## config.mk

```make
export PLATFORM = sky130hd
export DESIGN_NAME = dma_burst_seq
export DESIGN_NICKNAME = d
export VERILOG_FILES = /design/src/rtl/dma_seq_pkg.sv /design/src/rtl/dma_job_check.sv /design/src/rtl/dma_xfer_ctr.sv /design/src/rtl/dma_addr_track.sv /design/src/rtl/dma_be_stream.sv /design/src/rtl/dma_burst_seq.sv
export SDC_FILE = /design/constraint.sdc
export NUM_CORES = 1
export LEC_CHECK = 0
export ABC_AREA = 0
export CAP_MARGIN = 20
export CORE_UTILIZATION = 50
export DETAILED_ROUTE_END_ITERATION = 16
export DONT_BUFFER_PORTS = 1
export GPL_TIMING_DRIVEN = 0
export PLACE_DENSITY = 0.72
export SYNTH_ARGS = -nofsm -noshare
export SYNTH_HDL_FRONTEND = slang
export SYNTH_SLANG_ARGS = --single-unit
```

## constraint.sdc

```tcl
create_clock -name clk -period 2.52 [get_ports clk]
set_input_delay 0.126 -clock clk [delete_from_list [all_inputs] [get_ports clk]]
set_output_delay 0.126 -clock clk [all_outputs]
set_load 0.005 [all_outputs]
```

## src/rtl/dma_seq_pkg.sv

```systemverilog
package dma_seq_pkg;

  typedef enum logic [1:0] {
    ST_IDLE = 2'd0,
    ST_RUN  = 2'd1,
    ST_TAIL = 2'd2
  } seq_state_t;

  // Command code is recognised at all.
  function automatic logic cmd_known(input logic [3:0] c);
    case (c)
      4'b0000, 4'b0001, 4'b0010, 4'b0011, 4'b0110, 4'b0111,
      4'b1010, 4'b1011, 4'b1100, 4'b1110, 4'b1111: cmd_known = 1'b1;
      default:                                      cmd_known = 1'b0;
    endcase
  endfunction

  // Command moves data toward the bus.
  function automatic logic cmd_writes(input logic [3:0] c);
    case (c)
      4'b0001, 4'b0011, 4'b0111, 4'b1011, 4'b1111: cmd_writes = 1'b1;
      default:                                      cmd_writes = 1'b0;
    endcase
  endfunction

endpackage

```

## src/rtl/dma_job_check.sv

```systemverilog
module dma_job_check
  import dma_seq_pkg::*;
#(
  parameter int CNT_W      = 8,
  parameter int ALIGN_BITS = 2
) (
  input  logic [3:0]            cmd,
  input  logic [ALIGN_BITS-1:0] addr_lsb,
  input  logic [CNT_W-1:0]      words,
  output logic                  ok,
  output logic                  is_write
);

  logic aligned;
  logic nonzero;

  always_comb begin
    aligned  = (addr_lsb == '0);
    nonzero  = (words != '0);
    ok       = cmd_known(cmd) && aligned && nonzero;
    is_write = cmd_writes(cmd);
  end

endmodule

```

## src/rtl/dma_xfer_ctr.sv

```systemverilog
module dma_xfer_ctr
  import dma_seq_pkg::*;
#(
  parameter int CNT_W = 8
) (
  input  logic             clk,
  input  logic             rst_n,
  input  logic             start,
  input  logic [CNT_W-1:0] words,
  input  logic             xfer,
  output logic             idle,
  output logic             active,
  output logic             xfer_hit,
  output logic             done
);

  seq_state_t       state_q;
  logic [CNT_W-1:0] left_q;
  logic             done_q;
  logic             last_hit;

  always_comb begin
    idle     = (state_q == ST_IDLE);
    active   = (state_q == ST_RUN) || (state_q == ST_TAIL);
    xfer_hit = (state_q == ST_RUN) && xfer;
    last_hit = xfer_hit && (left_q == CNT_W'(1));
    done     = done_q;
  end

  always_ff @(posedge clk) begin
    if (!rst_n) begin
      state_q <= ST_IDLE;
      left_q  <= '0;
      done_q  <= 1'b0;
    end else begin
      done_q <= 1'b0;
      case (state_q)
        ST_IDLE: begin
          if (start) begin
            state_q <= ST_RUN;
            left_q  <= words;
          end
        end
        ST_RUN: begin
          if (xfer_hit) left_q <= left_q - CNT_W'(1);
          if (last_hit) state_q <= ST_TAIL;
        end
        ST_TAIL: begin
          state_q <= ST_IDLE;
          done_q  <= 1'b1;
        end
        default: state_q <= ST_IDLE;
      endcase
    end
  end


  release_tail_chk: assert property (@(posedge clk) disable iff (!rst_n)
    (state_q == ST_TAIL) |=> (state_q == ST_IDLE) && done_q);


  done_single_chk: assert property (@(posedge clk) disable iff (!rst_n)
    done_q |=> !done_q);

endmodule

```

## src/rtl/dma_addr_track.sv

```systemverilog
module dma_addr_track #(
  parameter int ADDR_W = 32,
  parameter int STEP   = 4
) (
  input  logic              clk,
  input  logic              rst_n,
  input  logic              load,
  input  logic              load_wr,
  input  logic [ADDR_W-1:0] start_addr,
  input  logic              active,
  input  logic              advance,
  output logic [ADDR_W-1:0] wr_addr,
  output logic [ADDR_W-1:0] rd_addr
);

  localparam int NCH = 2;

  logic              dir_wr_q;
  logic [ADDR_W-1:0] addr_q [NCH];

  always_ff @(posedge clk) begin
    if (!rst_n)    dir_wr_q <= 1'b0;
    else if (load) dir_wr_q <= load_wr;
  end

  // channel 0 follows write jobs, channel 1 follows read jobs
  for (genvar ch = 0; ch < NCH; ch++) begin : g_ch
    logic load_me;
    logic run_me;
    assign load_me = load && ((ch == 0) ? load_wr : !load_wr);
    assign run_me  = advance && ((ch == 0) ? dir_wr_q : !dir_wr_q);

    always_ff @(posedge clk) begin
      if (!rst_n)       addr_q[ch] <= '0;
      else if (load_me) addr_q[ch] <= start_addr;
      else if (run_me)  addr_q[ch] <= addr_q[ch] + ADDR_W'(STEP);
    end
  end

  assign wr_addr = addr_q[0];
  assign rd_addr = addr_q[1];


  wr_job_rd_hold_chk: assert property (@(posedge clk) disable iff (!rst_n)
    (active && dir_wr_q) |=> $stable(rd_addr));


  rd_job_wr_hold_chk: assert property (@(posedge clk) disable iff (!rst_n)
    (active && !dir_wr_q) |=> $stable(wr_addr));

endmodule

```

## src/rtl/dma_be_stream.sv

```systemverilog
module dma_be_stream #(
  parameter int DATA_W = 32,
  parameter int CNT_W  = 8,
  localparam int BE_W  = DATA_W / 8
) (
  input  logic              clk,
  input  logic              rst_n,
  input  logic              load,
  input  logic [CNT_W-1:0]  words,
  input  logic              load_stream,
  input  logic              load_be_sel,
  input  logic [BE_W-1:0]   load_be_n,
  input  logic              active,
  input  logic              wr_valid,
  input  logic [DATA_W-1:0] wr_data,
  input  logic [BE_W-1:0]   wr_be_n,
  input  logic              core_data_ack,
  output logic              wr_ready,
  output logic              core_data_valid,
  output logic [DATA_W-1:0] core_data,
  output logic [BE_W-1:0]   core_be_n,
  output logic              core_be_sel
);

  logic [CNT_W-1:0] left_q;
  logic             be_sel_q;
  logic [BE_W-1:0]  be_fixed_q;
  logic             pop;

  always_comb begin
    core_data_valid = active && (left_q != '0) && wr_valid;
    pop             = core_data_valid && core_data_ack;
    wr_ready        = pop;
    core_data       = wr_data;
    core_be_n       = be_sel_q ? wr_be_n : be_fixed_q;
    core_be_sel     = be_sel_q;
  end

  always_ff @(posedge clk) begin
    if (!rst_n) begin
      left_q     <= '0;
      be_sel_q   <= 1'b0;
      be_fixed_q <= '1;
    end else if (load) begin
      left_q     <= load_stream ? words : '0;
      be_sel_q   <= load_be_sel;
      be_fixed_q <= load_be_n;
    end else if (pop) begin
      left_q     <= left_q - CNT_W'(1);
    end
  end


  pop_bound_chk: assert property (@(posedge clk) disable iff (!rst_n)
    (left_q == '0) |-> !wr_ready && !core_data_valid);


  fixed_be_hold_chk: assert property (@(posedge clk) disable iff (!rst_n)
    (active && $past(active) && !be_sel_q) |-> $stable(core_be_n));

endmodule

```

## src/rtl/dma_burst_seq.sv

```systemverilog
module dma_burst_seq
  import dma_seq_pkg::*;
#(
  parameter int ADDR_W = 32,
  parameter int DATA_W = 32,
  parameter int CNT_W  = 8,
  localparam int BE_W       = DATA_W / 8,
  localparam int ALIGN_BITS = $clog2(BE_W)
) (
  input  logic              clk,
  input  logic              rst_n,
  input  logic              job_valid,
  output logic              job_ready,
  input  logic [3:0]        job_cmd,
  input  logic [ADDR_W-1:0] job_addr,
  input  logic [CNT_W-1:0]  job_words,
  input  logic              job_be_sel,
  input  logic [BE_W-1:0]   job_be_n,
  output logic              job_done,
  output logic              job_err,
  input  logic              wr_valid,
  output logic              wr_ready,
  input  logic [DATA_W-1:0] wr_data,
  input  logic [BE_W-1:0]   wr_be_n,
  output logic              core_req,
  output logic [3:0]        core_cmd,
  output logic [ADDR_W-1:0] core_wr_addr,
  output logic [ADDR_W-1:0] core_rd_addr,
  output logic              core_data_valid,
  input  logic              core_data_ack,
  output logic [DATA_W-1:0] core_data,
  output logic [BE_W-1:0]   core_be_n,
  output logic              core_be_sel,
  input  logic              core_xfer
);

  logic       job_ok;
  logic       job_is_wr;
  logic       idle;
  logic       active;
  logic       xfer_hit;
  logic       accept;
  logic       start;
  logic       err_q;
  logic [3:0] cmd_q;

  dma_job_check #(.CNT_W(CNT_W), .ALIGN_BITS(ALIGN_BITS)) i_check (
    .cmd      (job_cmd),
    .addr_lsb (job_addr[ALIGN_BITS-1:0]),
    .words    (job_words),
    .ok       (job_ok),
    .is_write (job_is_wr)
  );

  assign job_ready = idle;
  assign accept    = job_valid && idle;
  assign start     = accept && job_ok;

  always_ff @(posedge clk) begin
    if (!rst_n) begin
      err_q <= 1'b0;
      cmd_q <= '0;
    end else begin
      err_q <= accept && !job_ok;
      if (start) cmd_q <= job_cmd;
    end
  end

  dma_xfer_ctr #(.CNT_W(CNT_W)) i_ctr (
    .clk      (clk),
    .rst_n    (rst_n),
    .start    (start),
    .words    (job_words),
    .xfer     (core_xfer),
    .idle     (idle),
    .active   (active),
    .xfer_hit (xfer_hit),
    .done     (job_done)
  );

  dma_addr_track #(.ADDR_W(ADDR_W), .STEP(BE_W)) i_addr (
    .clk        (clk),
    .rst_n      (rst_n),
    .load       (start),
    .load_wr    (job_is_wr),
    .start_addr (job_addr),
    .active     (active),
    .advance    (xfer_hit),
    .wr_addr    (core_wr_addr),
    .rd_addr    (core_rd_addr)
  );

  dma_be_stream #(.DATA_W(DATA_W), .CNT_W(CNT_W)) i_stream (
    .clk             (clk),
    .rst_n           (rst_n),
    .load            (start),
    .words           (job_words),
    .load_stream     (job_is_wr || job_be_sel),
    .load_be_sel     (job_be_sel),
    .load_be_n       (job_be_n),
    .active          (active),
    .wr_valid        (wr_valid),
    .wr_data         (wr_data),
    .wr_be_n         (wr_be_n),
    .core_data_ack   (core_data_ack),
    .wr_ready        (wr_ready),
    .core_data_valid (core_data_valid),
    .core_data       (core_data),
    .core_be_n       (core_be_n),
    .core_be_sel     (core_be_sel)
  );

  assign core_req = active;
  assign core_cmd = cmd_q;
  assign job_err  = err_q;


  cmd_hold_chk: assert property (@(posedge clk) disable iff (!rst_n)
    (core_req && $past(core_req)) |-> $stable(core_cmd));


  err_no_req_chk: assert property (@(posedge clk) disable iff (!rst_n)
    job_err |-> !core_req);


  busy_not_ready_chk: assert property (@(posedge clk) disable iff (!rst_n)
    core_req |-> !job_ready);

endmodule

```

# Yosys cells after proc, flatten, opt, wreduce, memory -nomap -nowiden
# Memories as Yosys holds them, arrays and structs flattened.
# Index checks and enable logic that the tools add are counted.
[word_totals]
rom_bits = 16
register_bits = 30
memories = 2
ram_bits = 64
in_bits = 91
[memory_table]
columns = ["name", "words", "width", "read_ports", "rd_clocked_by_memory_dff", "write_ports", "line", "rtl"]
rows = [
  ["i_addr.addr_q", 2, 32, 2, 0, 2, "dma_addr_track.sv:19", "logic [ADDR_W-1:0] addr_q [NCH];"],
  ["(no name shown)", 16, 1, 1, 0, 0, "dma_seq_pkg.sv:11", "case (c)"],
]
[op_classes]
n_eq_ne = 11
reduce_logical = 28
addsub = 4
n_bitwise = 4
mux = 31
[ops]
columns = ["op", "count"]
rows = [
  ["$mux 32", 4],
  ["$add 32x3->32 const B", 2],
  ["$mux 8", 5],
  ["$mux 1", 17],
  ["$pmux 8 s2", 1],
  ["$reduce_bool 8->1", 2],
  ["$sub 8x1->8 const B", 2],
  ["$logic_and 1x1->1", 14],
  ["$eq 4x4->1 const B", 2],
  ["$eq 8x1->1 const B", 1],
  ["$ne 2x1->1 const B", 3],
  ["$reduce_or 5->1", 1],
  ["$eq 4x1->1 const B", 1],
  ["$eq 4x2->1 const B", 1],
  ["$eq 4x3->1 const B", 1],
  ["$logic_not 2->1", 2],
  ["$mux 2", 2],
  ["$mux 4", 1],
  ["$or 1x1->1", 4],
  ["$pmux 2 s2", 1],
  ["$reduce_bool 2->1", 2],
  ["$logic_not 1->1", 3],
  ["$reduce_and 3->1", 1],
  ["$eq 2x1->1 const B", 1],
  ["other kinds (3)", 4],
]

# Depth between registers and ports, before layout
[logic_depth]
depth_word = 10
mapped_depth = 9

# By module
# Synthesis repeated with hierarchy kept, for this count alone.
[unflattened]
hier_cells = 617
area_unflattened_um2 = 5778.0
[modules_own_cells]
columns = ["module", "seq_area_each_um2", "n_inst", "cells_each", "area_each_um2"]
rows = [
  ["dma_addr_track", 1941.9, 1, 386, 3767.4],
  ["dma_be_stream", 260.2, 1, 114, 972.2],
  ["dma_xfer_ctr", 220.2, 1, 88, 770.7],
  ["dma_burst_seq", 100.1, 1, 22, 210.2],
  ["dma_job_check", 0.0, 1, 7, 57.6],
]

# Worst setup path after synthesis
# OpenSTA, ideal clock, no wires.
[synth_timing]
kind = "register to register"
start = "reg i_ctr.state_q[0]"
end = "mem i_addr.addr_q[1][10], enable pin"
arrival_time_ns = 2.243
period_less_slack_ns = 2.635
path_stages_with_launch = 7
n_path_buf = 0
slack_ns = -0.115
path_cell_list = "dfxtp_1 inv_1 ha_1 nand2_1 a2111oi_4 nand2_1 nand3_1"
[synth_rtl]
columns = ["item", "line", "rtl"]
rows = [
  ["from (decl)", "dma_xfer_ctr.sv:17", "seq_state_t state_q;"],
  ["from (signal assigned)", "dma_xfer_ctr.sv:32", "state_q <= ST_IDLE;"],
  ["from (signal assigned)", "dma_xfer_ctr.sv:40", "state_q <= ST_RUN;"],
  ["from (signal assigned)", "dma_xfer_ctr.sv:46", "if (last_hit) state_q <= ST_TAIL;"],
  ["to (decl)", "dma_addr_track.sv:19", ""],
]

==> flow_summary.yaml <==
worst_setup_path:
  crit_arrival_ps: 2550
  slowest_stage: "dfxtp_1"
  startpoint_type: "flop"
  cp-end-kind: "flop"
  startpoint: "i_ctr.state_q[0]$_SDFFE_PN0P_"
  worstPathRequired_ps: 2680
  path_cells: "inv_1, ha_1, nand2_1, a2111oi_4, buf_4, a31oi_2, nand4_1, buf_2, o21ai_0"
  worstReg2RegStart: "i_ctr.state_q[0]$_SDFFE_PN0P_"
  max_stage_delay_ps: 370
  cp_max_fo: 10
  crit_type: "flop to flop"
  r2r_cells: 9
finish:
  nets: 796
  n_antenna_cell: 0
  finalInstanceArea_mm2: 0.006698
  drive_above_1_share_pct: 11.73
  nFillCells: 932
  layoutNonFillerInstCount: 839
  area_delta_synth_final_pct: 16.67
routing:
  vias_per_cell: 6.068
  vias: 5091
  final_antenna_net_count: 0
  drt_iter0_drc: 495
  wl_per_cell_um: 19.18
  wirelength_mm: 16.09
  drt_pre_antenna_iters: 5
  drc: 0
logic_synthesis:
  synth-edff-count: 64
  yosysSeqAreaShare_pct: 43.94
  yosysTopAreaCell: "edfxtp_1"
  synth_area_per_cell_um2: 9.054
  synth-async-reset-ratio_pct: 0
  synth_cells: 634
  synth_top_area_share_pct: 33.48
  ys_warn_count: 0
  synthFlopType: "edfxtp_1"
  ys_top_cells_by_area: "edfxtp_1 33%, dfxtp_1 10%, nand2_1 6.9%"
  ys_types: 55
  synth_area_mm2: 0.005741
  ys_ff_latch: 94
placement:
  place_area_mm2: 0.005959
  place_congestion: 0.8866
  place_ws_ps: -405.0
  hpwlAfterDp_mm: 11.32
  io_buffers: 0
  place_inst: 778
timing:
  fmax_ghz: 0.4199
  tightest_slew_ps: 756.2
  timing.hold.ws_ps: 2.293
  fin_crit_sh_pct: 94.50
  relSlewSlack_pct: 49.17
  finalCriticalPeriod_ps: 2381
  report.final.slew_viol_count: 0
  finalHoldViolCount: 0
  rsz0062_at_grt: "no"
  setup_viol: 0
  worst_slack_ps: 138.7
  finClkSkew_ps: 7.151
global_routing:
  overflow: 0
  grt_pass1_vias: 4862
  grt_pass1_wl_mm: 24.14
  grt_max_degree: 24
  antenna_found_initial: 0
  grt_use_total_pct: 26.63
pwr:
  power_frac_comb_pct: 23.2
  p_total_mw: 4.332
  power_density_mw_per_mm2: 646.7
  ir_drop_mv: 0.4738
  p_seq_share_pct: 47.6
  p_sw_share_pct: 31.49
  p_sw_mw: 1.364
  p_leak_nw: 2.353
  intPower_mw: 2.968
  p_clk_share_pct: 29.1
clock_tree:
  clk_pin_slew_worst_paths_ps: 60
  cts_buffers: 9
  clk_latency_ps: 350
  cts_tree: "yes"
  cts.path.max_buffers: 2
  cts_root_buffer: "clkbuf_16"
  cts_htree_levels: 3
  cts_sinks: 94
floorplan:
  dieArea_mm2: 0.01191
  die_w_um: 109.2
  pin_count: 202
  die_h_um: 109.2
  start_util_pct: 52.04
  core_area_mm2: 0.01103
  num_rows: 38
hold_path:
  whs_path_depth: 2
  hold_path.class: "input pin to flop"
  hold_start: "job_addr[19]"
status:
  status: "completed"
job:
  maxCapViolCount: 0
==> cell type report <==
cell class	instances	area, um^2	area share, %
timing repair buffer	45	455.4	6.800
buffer	55	340.3	5.081
clock buffer	14	257.7	3.848
inverter	24	90.09	1.345
clock inverter	2	10.01	0.1494
tap	140	175.2	2.615
multi-input combinational	465	2846	42.50
sequential	94	2522	37.66
==> flip-flops by register name, indices dropped and copies added, names as in the netlist <==
signal                cells
core_cmd                  4
i_addr.addr_q            64
i_addr.dir_wr_q           1
i_ctr.done                1
i_ctr.left_q              8
i_ctr.state_q             2
i_stream.be_fixed_q       4
i_stream.core_be_sel      1
i_stream.left_q           8
job_err                   1
==> what timing repair did <==
| item | 4_1_cts | 5_1_grt |
|---|---|---|
| endpoints found under the hold margin | 44 | 1 |
| hold buffers | 38 | 1 |
| endpoints found under the setup margin | 97 | 17 |
| gates cloned | 1 | 0 |
| pin swaps | 2 | 0 |
| gates resized for setup | 7 | 3 |
| buffers inserted | 2 | 3 |
==> critical path: cells and delay by family (launching register included) <==
kind,cells,cell delay (ps)
AND/OR/NAND/NOR,2,410
adder cells (fa/ha/maj),1,280
AO/OA/AOI/OAI,3,570
buffers and inverters,3,560
flip-flops,1,370
==> cell families (layout without fill, tap and decap cells) <==
family	after synthesis	count (layout)	share of synthesized area, %
simple gates	261	262	22.89
compound gates	120	120	12.66
flops	94	94	43.94
buf+inv	79	140	7.389
xor+xnor	59	59	9.002
fa+ha+maj	11	11	2.398
mux	9	9	1.656
other cells	1	4	0.06533
==> final timing paths <==
path / endpoint / slack, ps
hold / removal: i_addr.addr_q[0][19]$_DFFE_PP_ / 2
setup reg to reg: i_addr.addr_q[0][4]$_DFFE_PP_ / 140
setup / recovery: i_addr.addr_q[0][4]$_DFFE_PP_ / 140
hold reg to reg: i_stream.be_fixed_q[0]$_SDFFE_PN1N_ / 470
==> cell usage after synthesis, drive strengths merged, types with 5 or more instances <==
master	n
nor3	16
inv	23
a211oi	5
nor4	9
and4	8
and3	14
mux2i	5
xor2	23
a22oi	5
and2	7
xnor2	36
dfxtp	30
nand4	16
edfxtp	64
o21ai	50
nor2	29
a21oi	32
nand3	43
clkbuf	17
ha	11
buf	38
nand2	106
==> per-stage QoR <==
step | util [%] | TNS [ps]
CTS | 60.34 | 0
floorplan | - | 0
global placement | 53.78 | -30870
finish | 60.72 | 0
global route | 60.72 | 0
detailed placement | 54.03 | -22140
==> placed cells by master, fill, tap and decap left out, types with 4 or more instances in the layout <==
master / count
ha_1: 11
nor3_1: 16
xnor2_1: 36
and4_1: 8
inv_1: 23
conb_1: 4
o21ai_1: 29
nand3_1: 42
dfxtp_1: 30
clkbuf_1: 17
a211oi_1: 5
edfxtp_1: 64
nand4_1: 15
nor4_1: 5
o21ai_0: 21
dlygate4sd3_1: 39
and3_1: 14
mux2i_1: 5
a22oi_1: 5
buf_4: 37
buf_2: 6
a21oi_1: 31
clkbuf_16: 9
nand2_1: 104
mux2_2: 4
nor2_1: 29
o32ai_1: 4
o211ai_1: 4
xor2_1: 23
and2_1: 7
==> routing by layer <==
layer / vias to the layer above / global-route usage (%) / wire length (um)
met5: - / 0 / 0
met1: 2377 / 31.29 / 6023
met3: 53 / 6.336 / 1641
met2: 305 / 46.14 / 7955
met4: 0 / 11.29 / 469
li1: 2356 / - / -
==> power by group through the flow <==
stage	clock network, mW	logic [mW]	registers, mW
after floorplan	0	0.705	2.03
after global placement	0	0.853	2.08
after detailed placement	0	0.896	2.09
after CTS	1.28	0.974	2.06
after global routing	1.35	1.10	2.09
final	1.26	1.01	2.06
Note: power is estimated with default switching activity, not from simulation.
